--- config.mk ---
export PLATFORM = sky130hd
export DESIGN_NAME = core_pstate_ctrl
export DESIGN_NICKNAME = d
export VERILOG_FILES = /design/src/rtl/pstate_pkg.sv /design/src/rtl/pstate_ctrl.sv /design/src/rtl/pstate_dp.sv /design/src/rtl/core_pstate_ctrl.sv
export SDC_FILE = /design/constraint.sdc
export NUM_CORES = 1
export LEC_CHECK = 0
export ABC_AREA = 1
export CAP_MARGIN = 20
export CORE_AREA = 2 2 48 50
export DETAILED_ROUTE_END_ITERATION = 7
export DIE_AREA = 0 0 50 52
export GPL_ROUTABILITY_DRIVEN = 0
export PLACE_DENSITY = 0.62
export SLEW_MARGIN = 30
export SYNTH_ARGS = -nofsm -noshare
export SYNTH_HDL_FRONTEND = slang
export SYNTH_SLANG_ARGS = --single-unit
--- constraint.sdc ---
create_clock -name clk -period 1.2 [get_ports clk]
set_clock_uncertainty 0.05 [all_clocks]
set_input_delay 0.24 -clock clk [delete_from_list [all_inputs] [get_ports clk]]
set_output_delay 0.24 -clock clk [all_outputs]
set_load 0.05 [all_outputs]
--- src/rtl/pstate_pkg.sv ---
package pstate_pkg;

  localparam int STATE_W = 3;
  localparam int TGT_W   = 2;

  typedef enum logic [STATE_W-1:0] {
    PS_RUN   = 3'd0,
    PS_HALT  = 3'd1,
    PS_WHALT = 3'd2,
    PS_IDLE2 = 3'd3,
    PS_IDLE3 = 3'd4,
    PS_SGNT  = 3'd5,
    PS_SLEEP = 3'd6,
    PS_DSLP  = 3'd7
  } pstate_e;

  localparam logic [TGT_W-1:0] TGT_NONE = TGT_W'(0);
  localparam logic [TGT_W-1:0] TGT_L1   = TGT_W'(1);
  localparam logic [TGT_W-1:0] TGT_L2   = TGT_W'(2);
  localparam logic [TGT_W-1:0] TGT_L3   = TGT_W'(3);

  typedef struct packed {
    pstate_e nxt;
    logic    saveRet;
    logic    ackFire;
  } ctrl_strobe_t;

endpackage

--- src/rtl/pstate_ctrl.sv ---
module pstate_ctrl
  import pstate_pkg::*;
(
  input  logic               clk,
  input  logic               rstN,
  input  logic               stpClkN,
  input  logic               slpN,
  input  logic               dpSlpN,
  input  logic               haltEv,
  input  logic               mwaitEv,
  input  logic [TGT_W-1:0]   mwaitTgt,
  input  logic               lvl2Rd,
  input  logic               lvl3Rd,
  input  logic               breakEv,
  input  logic               monHit,
  input  pstate_e            curState,
  input  pstate_e            retState,
  output ctrl_strobe_t       strobe
);

  logic wantL3, wantL2, wantL1;
  pstate_e idleTarget;

  // Entry decode from the running state, deepest request first
  always_comb begin
    wantL3 = lvl3Rd || (mwaitEv && mwaitTgt == TGT_L3);
    wantL2 = lvl2Rd || (mwaitEv && mwaitTgt == TGT_L2);
    wantL1 = mwaitEv && mwaitTgt == TGT_L1;
    if (wantL3)      idleTarget = PS_IDLE3;
    else if (wantL2) idleTarget = PS_IDLE2;
    else if (wantL1) idleTarget = PS_WHALT;
    else if (haltEv) idleTarget = PS_HALT;
    else             idleTarget = PS_RUN;
  end

  always_comb begin
    strobe.nxt     = curState;
    strobe.saveRet = 1'b0;
    strobe.ackFire = 1'b0;
    if (!rstN) begin
      strobe.nxt = stpClkN ? PS_RUN : PS_SGNT;
    end else begin
      unique case (curState)
        PS_RUN, PS_HALT, PS_WHALT: begin
          if (!stpClkN) begin
            strobe.nxt     = PS_SGNT;
            strobe.saveRet = 1'b1;
            strobe.ackFire = 1'b1;
          end else if (curState == PS_RUN) begin
            strobe.nxt = idleTarget;
          end else if (breakEv || (curState == PS_WHALT && monHit)) begin
            strobe.nxt = PS_RUN;
          end
        end
        PS_IDLE2, PS_IDLE3: begin
          if (breakEv) strobe.nxt = PS_RUN;
        end
        PS_SGNT: begin
          if (!slpN)        strobe.nxt = PS_SLEEP;
          else if (stpClkN) strobe.nxt = retState;
        end
        PS_SLEEP: begin
          if (!dpSlpN)   strobe.nxt = PS_DSLP;
          else if (slpN) strobe.nxt = PS_SGNT;
        end
        PS_DSLP: begin
          if (dpSlpN) strobe.nxt = PS_SLEEP;
        end
      endcase
    end
  end

  AST_MON_HALT_HOLDS: assert property (@(posedge clk) disable iff (!rstN)
    (curState == PS_HALT && monHit && !breakEv && stpClkN) |=> (curState == PS_HALT));

  AST_DEEP_IDLE_IGNORES_STPCLK: assert property (@(posedge clk) disable iff (!rstN)
    ((curState == PS_IDLE2 || curState == PS_IDLE3) && !breakEv) |=> $stable(curState));

  AST_BREAK_WAKES: assert property (@(posedge clk) disable iff (!rstN)
    ((curState == PS_IDLE2 || curState == PS_IDLE3) && breakEv) |=> (curState == PS_RUN));

  AST_SGNT_IGNORES_BREAK: assert property (@(posedge clk) disable iff (!rstN)
    (curState == PS_SGNT && slpN && !stpClkN) |=> (curState == PS_SGNT));

endmodule

--- src/rtl/pstate_dp.sv ---
module pstate_dp
  import pstate_pkg::*;
(
  input  logic         clk,
  input  logic         rstN,
  input  ctrl_strobe_t strobe,
  output pstate_e      curState,
  output pstate_e      retState,
  output logic         coreClkEn,
  output logic         busClkStoppable,
  output logic         stopGrantAck
);

  // State and output flags all load from the same next-state value
  always_ff @(posedge clk) begin
    curState        <= strobe.nxt;
    coreClkEn       <= (strobe.nxt == PS_RUN);
    busClkStoppable <= (strobe.nxt == PS_DSLP);
    stopGrantAck    <= rstN && strobe.ackFire;
  end

  // Return point for the way back out of stop-grant
  always_ff @(posedge clk) begin
    if (!rstN)              retState <= PS_RUN;
    else if (strobe.saveRet) retState <= curState;
  end

  AST_ACK_SINGLE: assert property (@(posedge clk) disable iff (!rstN)
    stopGrantAck |=> !stopGrantAck);

  AST_ACK_IN_SGNT: assert property (@(posedge clk) disable iff (!rstN)
    stopGrantAck |-> (curState == PS_SGNT));

  AST_CLKEN_RUN: assert property (@(posedge clk) disable iff (!rstN)
    coreClkEn == (curState == PS_RUN));

  AST_BUSSTOP_DSLP: assert property (@(posedge clk) disable iff (!rstN)
    busClkStoppable == (curState == PS_DSLP));

  AST_DSLP_VIA_SLEEP: assert property (@(posedge clk) disable iff (!rstN)
    (curState == PS_DSLP) |-> ($past(curState) == PS_SLEEP || $past(curState) == PS_DSLP));

  AST_SLEEP_NEIGHBOURS: assert property (@(posedge clk) disable iff (!rstN)
    (curState == PS_SLEEP) |-> ($past(curState) inside {PS_SGNT, PS_SLEEP, PS_DSLP}));

endmodule

--- src/rtl/core_pstate_ctrl.sv ---
module core_pstate_ctrl
  import pstate_pkg::*;
(
  input  logic               clk,
  input  logic               rstN,
  input  logic               stpClkN,
  input  logic               slpN,
  input  logic               dpSlpN,
  input  logic               haltEv,
  input  logic               mwaitEv,
  input  logic [TGT_W-1:0]   mwaitTgt,
  input  logic               lvl2Rd,
  input  logic               lvl3Rd,
  input  logic               breakEv,
  input  logic               monHit,
  output logic [STATE_W-1:0] pState,
  output logic               coreClkEn,
  output logic               busClkStoppable,
  output logic               stopGrantAck
);

  ctrl_strobe_t strobe;
  pstate_e      curState;
  pstate_e      retState;

  pstate_ctrl u_ctrl (
    .clk      (clk),
    .rstN     (rstN),
    .stpClkN  (stpClkN),
    .slpN     (slpN),
    .dpSlpN   (dpSlpN),
    .haltEv   (haltEv),
    .mwaitEv  (mwaitEv),
    .mwaitTgt (mwaitTgt),
    .lvl2Rd   (lvl2Rd),
    .lvl3Rd   (lvl3Rd),
    .breakEv  (breakEv),
    .monHit   (monHit),
    .curState (curState),
    .retState (retState),
    .strobe   (strobe)
  );

  pstate_dp u_dp (
    .clk             (clk),
    .rstN            (rstN),
    .strobe          (strobe),
    .curState        (curState),
    .retState        (retState),
    .coreClkEn       (coreClkEn),
    .busClkStoppable (busClkStoppable),
    .stopGrantAck    (stopGrantAck)
  );

  assign pState = curState;

endmodule

* Yosys cells after proc, flatten, opt, wreduce, memory -nomap -nowiden *
Cells that the tools add are included.

word-level totals
  bits in registers = 9
  bits of input ports = 13
  output and inout bits = 6
  word-level logic and storage cells = 47

cells by class
  equal/unequal tests = 11
  muxes and demuxes = 19
  reduce and logical (&&, ||, !) cells = 12

operator list
  cell                                                             count
  3-bit two-way mux                                                14
  3-bit == test, second input constant                             5
  3-bit one-hot mux with 5 select lines                            1
  3-bit by 2-bit == test with 1-bit output, second input constant  2
  3-bit logical NOT                                                2
  2-bit two-way mux                                                3
  1-bit logical AND                                                5
  2-bit == test, second input constant                             2
  3-bit by 1-bit == test with 1-bit output, second input constant  1
  1-bit logical OR                                                 3
  3-bit OR reduction                                               1
  2-bit by 1-bit == test with 1-bit output, second input constant  1
  2-bit OR reduction                                               1
  1-bit two-way mux                                                1

* Longest topological paths before layout *
  depth in word-level cells = 10
  gate-level depth with buffers = 10
  gate-level depth less buffers = 10

* Modules after synthesis *
Synthesis repeated with hierarchy kept, for this count alone.

unflattened totals
  cells, all modules = 101
  area total of the unflattened synthesis = 565.5 um^2

modules (own cells, without submodules)
  module       instances  cells an instance  area an instance (um^2)  seq. area each (um^2)
  pstate_ctrl  1          73                 310.3                    0.0
  pstate_dp    1          28                 255.2                    180.2

* Worst setup path after synthesis *
No wires, ideal clock.

  path type = flip-flop to flip-flop
  start = reg u_dp.curState[0]
  end = reg u_dp.busClkStoppable
  library setup time = 0.114 ns
  arrival time = 1.434 ns
  data required time = 1.036 ns
  path slack = -0.398 ns
  cell stages (with the launch flop) = 10
  path buffers = 0
  period minus slack after synthesis = 1.598 ns
  cells stage by stage = dfxtp_1 nand2_1 inv_2 nand2_2 a21oi_1 nand2_1 nand2_1 nor2_2 nor2_2 nor2_2

between the ends
  word-level cells in the longest chain between the ends = 9
  elaborated cells between the ends (all ways) = 24
  classes of those cells = 8 x eq/ne; 11 x mux; 5 x reduce/logical

ends and longest elaborated chain
  item                                      line                                  text
  start, declared                           pstate_dp.sv:7                        output pstate_e curState,
  start signal, assigned                    pstate_dp.sv:16                       curState <= strobe.nxt;
  3-bit by 2-bit == test with 1-bit output  pstate_ctrl.sv:43, pstate_ctrl.sv:51
  1-bit logical AND                         pstate_ctrl.sv:51                     end else if (breakEv || (curState == PS_WHALT && monHit)) begin
  1-bit logical OR                          pstate_ctrl.sv:51
  3-bit two-way mux                         pstate_ctrl.sv:51
  3-bit two-way mux                         pstate_ctrl.sv:49                     end else if (curState == PS_RUN) begin
  3-bit two-way mux                         pstate_ctrl.sv:45                     if (!stpClkN) begin
  3-bit one-hot mux with 5 select lines *   pstate_ctrl.sv:43                     unique case (curState)
  3-bit two-way mux *                       pstate_ctrl.sv:40                     if (!rstN) begin
  3-bit == test *                           pstate_dp.sv:18                       busClkStoppable <= (strobe.nxt == PS_DSLP);
  end signal, assigned                      pstate_dp.sv:18
  end, declared                             pstate_dp.sv:10                       output logic busClkStoppable,

Mark *: on every way between the ends. The rest lies on a longest branch, timed or not.
A chain may end at the register's enable or synchronous reset.

* Final worst setup path *
  start = reg u_dp.curState[1]
  end = reg u_dp.retState[2]

between the ends
  word-level cells in the longest chain between the ends = 4
  elaborated cells between the ends (all ways) = 6
  classes of those cells = 2 x eq/ne; 2 x mux; 2 x reduce/logical

ends and longest elaborated chain
  item                                                                    line               text
  3-bit by 1-bit == test with 1-bit output, or another cell as far along  pstate_ctrl.sv:43
  3-bit OR reduction *                                                    pstate_ctrl.sv:43
  2-bit two-way mux *                                                     pstate_ctrl.sv:43
  2-bit two-way mux *                                                     pstate_ctrl.sv:40
  end signal, assigned                                                    pstate_dp.sv:25    else if (strobe.saveRet) retState <= curState;
  end, declared                                                           pstate_dp.sv:8     output pstate_e retState,

Marks and branches as above.

==> impl_metrics.env <==
export IMPL_die_h_um=52
export IMPL_drt_wl_total_um=1650
export IMPL_critical_path_cell_chain="nand2_4 > nand2_4 > buf_6 > nor3_4 > buf_4 > nor2_2"
export IMPL_whs_path_depth=2
export IMPL_layout_setup_ws_ns=-0.121
export IMPL_rows=17
export IMPL_drv_slew=0
export IMPL_cts_sinks=9
export IMPL_max_stage_delay_ns=0.39
export IMPL_ys_ff_latch=9
export IMPL_nNetsFinal=152
export IMPL_grt_pass1_vias=698
export IMPL_clock_tree_buffer_depth=2
export IMPL_drtPass1Iterations=4
export IMPL_rsz0062_at_grt="true"
export IMPL_tightest_slew_ns=0.300
export IMPL_worstHoldEndpoint="u_dp.retState[2]"
export IMPL_leakage_nw=0.527
export IMPL_status="complete, but fails checks"
export IMPL_clock_latency_ns=0.25
export IMPL_routed_via_density=4.38
export IMPL_cpMaxStageDelayCell="dfxtp_4"
export IMPL_synthesis_nets=116
export IMPL_violations="negative setup slack"
export IMPL_worstPathRequired_ns=1.30
export IMPL_hold_viol=0
export IMPL_post_route_period_util=1.10
export IMPL_grt_max_degree=8
export IMPL_core_area_mm2=0.00211
export IMPL_drt_iter0_markers=8
export IMPL_worst_setup_path_start_kind="flip-flop"
export IMPL_avgSynthCellArea_um2=5.83
export IMPL_max_cap_violations=0
export IMPL_ys_seq_area_frac=0.300
export IMPL_worst_r2r_setup_slack_ns=-0.12
export IMPL_path_max_fanout=7
export IMPL_cts_hold_buf=0
export IMPL_fmax_ghz=0.757
export IMPL_vias=727
export IMPL_crit_buf_inv=2
export IMPL_io_pins=19
export IMPL_grt_remaining_overflow=0
export IMPL_synth_area_um2=601
export IMPL_hold_class="reg2reg"
export IMPL_cts_root_buf="clkbuf_4"
export IMPL_grt_total_usage=0.141
export IMPL_maxSlewHeadroom=0.800
export IMPL_crit_path_frequent_cell="nand2_4"
export IMPL_hp_start="u_dp.retState[2]"
export IMPL_fin_tns_setup_ns=-0.812
export IMPL_place_ws_ns=-0.422
export IMPL_port_buffer_count=18
export IMPL_power_density_mw_per_mm2=1230
export IMPL_cts_htree_levels=1
export IMPL_grt_pass1_wl_um=2840
export IMPL_antenna_found_initial=0
export IMPL_area_delta_synth_final_pct=81.9
export IMPL_drive_gt1_frac=0.413
export IMPL_syn_inst=103
export IMPL_dp_hpwl_um=1280
export IMPL_setup_violations=12
export IMPL_arrival_ns=1.42
export IMPL_path_class="reg2reg"
export IMPL_cts_inserted_buffers=3
export IMPL_initial_core_util=0.285
export IMPL_yosys_warnings=0
export IMPL_dieArea_mm2=0.00260
export IMPL_rr_endpoint="u_dp.retState[2]"
export IMPL_wl_per_cell_um=9.93
export IMPL_die_w_um=50
export IMPL_ant_nets=0
export IMPL_synth_cell_types=17
export IMPL_crit_path_end_kind="flip-flop"
export IMPL_post_route_drc_count=0
export IMPL_diodes=0
export IMPL_rr_worst_depth=6
export IMPL_path_clk_slew_ns=0.06
export IMPL_r2r_start="u_dp.curState[1]"
export IMPL_worst_ir_drop_vdd_mv=0.827
export IMPL_total_power_mw=1.35
export IMPL_crit_family="simple AND/OR/NAND/NOR gates"
export IMPL_cts_tree="done"
export IMPL_fin_crit_ns=1.32
==> synthesized netlist by cell type <==
library cell | instances | area share
nor3_4 | 1 | 0.027
nand3_2 | 1 | 0.017
a21oi_2 | 1 | 0.015
dfxtp_1 | 9 | 0.30
a211oi_1 | 1 | 0.013
nor2_1 | 18 | 0.11
nor3_1 | 1 | 0.0083
a21oi_1 | 2 | 0.017
inv_1 | 10 | 0.063
nand2_2 | 3 | 0.031
nor2_2 | 3 | 0.031
or2_1 | 1 | 0.010
nand3_1 | 6 | 0.050
o21bai_2 | 1 | 0.019
nand2_1 | 39 | 0.24
inv_2 | 3 | 0.019
o21ai_0 | 3 | 0.025
==> stage by stage <==
step	hold slack, ns	cell area, um^2	utilization	instances
6_report	0.403	1090	0.519	166
5_1_grt	0.439	1090	0.519	166
3_5_place_dp	0.383	985	0.468	159
2_1_floorplan	0.276	634	-	103
4_1_cts	0.392	1020	0.484	163
3_3_place_gp	0.377	985	0.468	159
==> logic make-up (layout without fill, tap and decap cells) <==
family | after synthesis | in the layout | share of synthesized area
AND/OR/NAND/NOR | 73 | 73 | 0.531
buffers and inverters | 13 | 48 | 0.0813
flip-flops | 9 | 9 | 0.300
AO/OA/AOI/OAI | 8 | 8 | 0.0875
==> tightest hold or removal path: stages, from the launching register on <==
cell,delay (ns)
dfxtp_1,0.31
nand2_1,0.07
nor2_2,0.04
==> repair_timing <==
item | 4_1_cts | 5_1_grt
pin swaps | 3 | 13
gates resized for setup | 12 | 14
endpoints found under the setup margin | 10 | 11
setup buffers | 0 | 3
==> sequential cells by signal, indices dropped and copies added, names as in the netlist <==
| register | cells |
|---|---|
| u_dp.retState | 3 |
| u_dp.stopGrantAck | 1 |
| u_dp.curState | 3 |
| u_dp.busClkStoppable | 1 |
| u_dp.coreClkEn | 1 |
==> how the worst max path moves through the flow <==
stage | start | to | slack (ns) | depth (start not counted)
2_1_floorplan | u_dp.curState[0] | u_dp.coreClkEn | -0.05 | 9
3_3_place_gp | stpClkN | u_dp.coreClkEn | -0.42 | 10
3_5_place_dp | mwaitTgt[1] | u_dp.coreClkEn | -0.42 | 10
4_1_cts | u_dp.curState[0] | u_dp.retState[1] | -0.06 | 6
5_1_grt | u_dp.curState[1] | u_dp.retState[0] | -0.20 | 6
6_report | u_dp.curState[1] | u_dp.retState[2] | -0.12 | 6
==> per-layer routing <==
metal / part of all wire / vias to the layer above / track usage
met4: 0.014 / 0 / 0.0694
li1: - / 386 / -
met5: 0 / - / 0
met1: 0.42 / 324 / 0.167
met3: 0.035 / 4 / 0.0115
met2: 0.53 / 13 / 0.254
==> layout make-up <==
class                      instances  area (um^2)
fill                             204         1010
multi-input combinational         81          450
timing repair buffer              31          338
sequential                         9          191
inverter                          13         51.3
tap                               28         35.0
clock buffer                       4         26.3
==> cell usage in the layout (no fill, tap or decap), types with 2 or more instances in the layout <==
master	instances
nand2_1	33
buf_4	11
nor2_1	10
nor2_2	9
inv_1	8
dlygate4sd2_1	6
clkdlybuf4s50_1	6
buf_12	6
dfxtp_1	6
nand2_2	5
nand3_1	5
nand2_4	4
inv_2	4
o21ai_1	3
clkbuf_4	3
dfxtp_4	3
nor2_4	2
a21oi_2	2
nand3_2	2
buf_6	2
==> power by group <==
group / internal [mW] / switching, mW / leakage [nW]
Clock: 0.127 / 0.0938 / 0.0150
Sequential: 0.343 / 0.0753 / 0.0757
Combinational: 0.344 / 0.366 / 0.436
No activity file was read; power rests on OpenSTA's default activity.
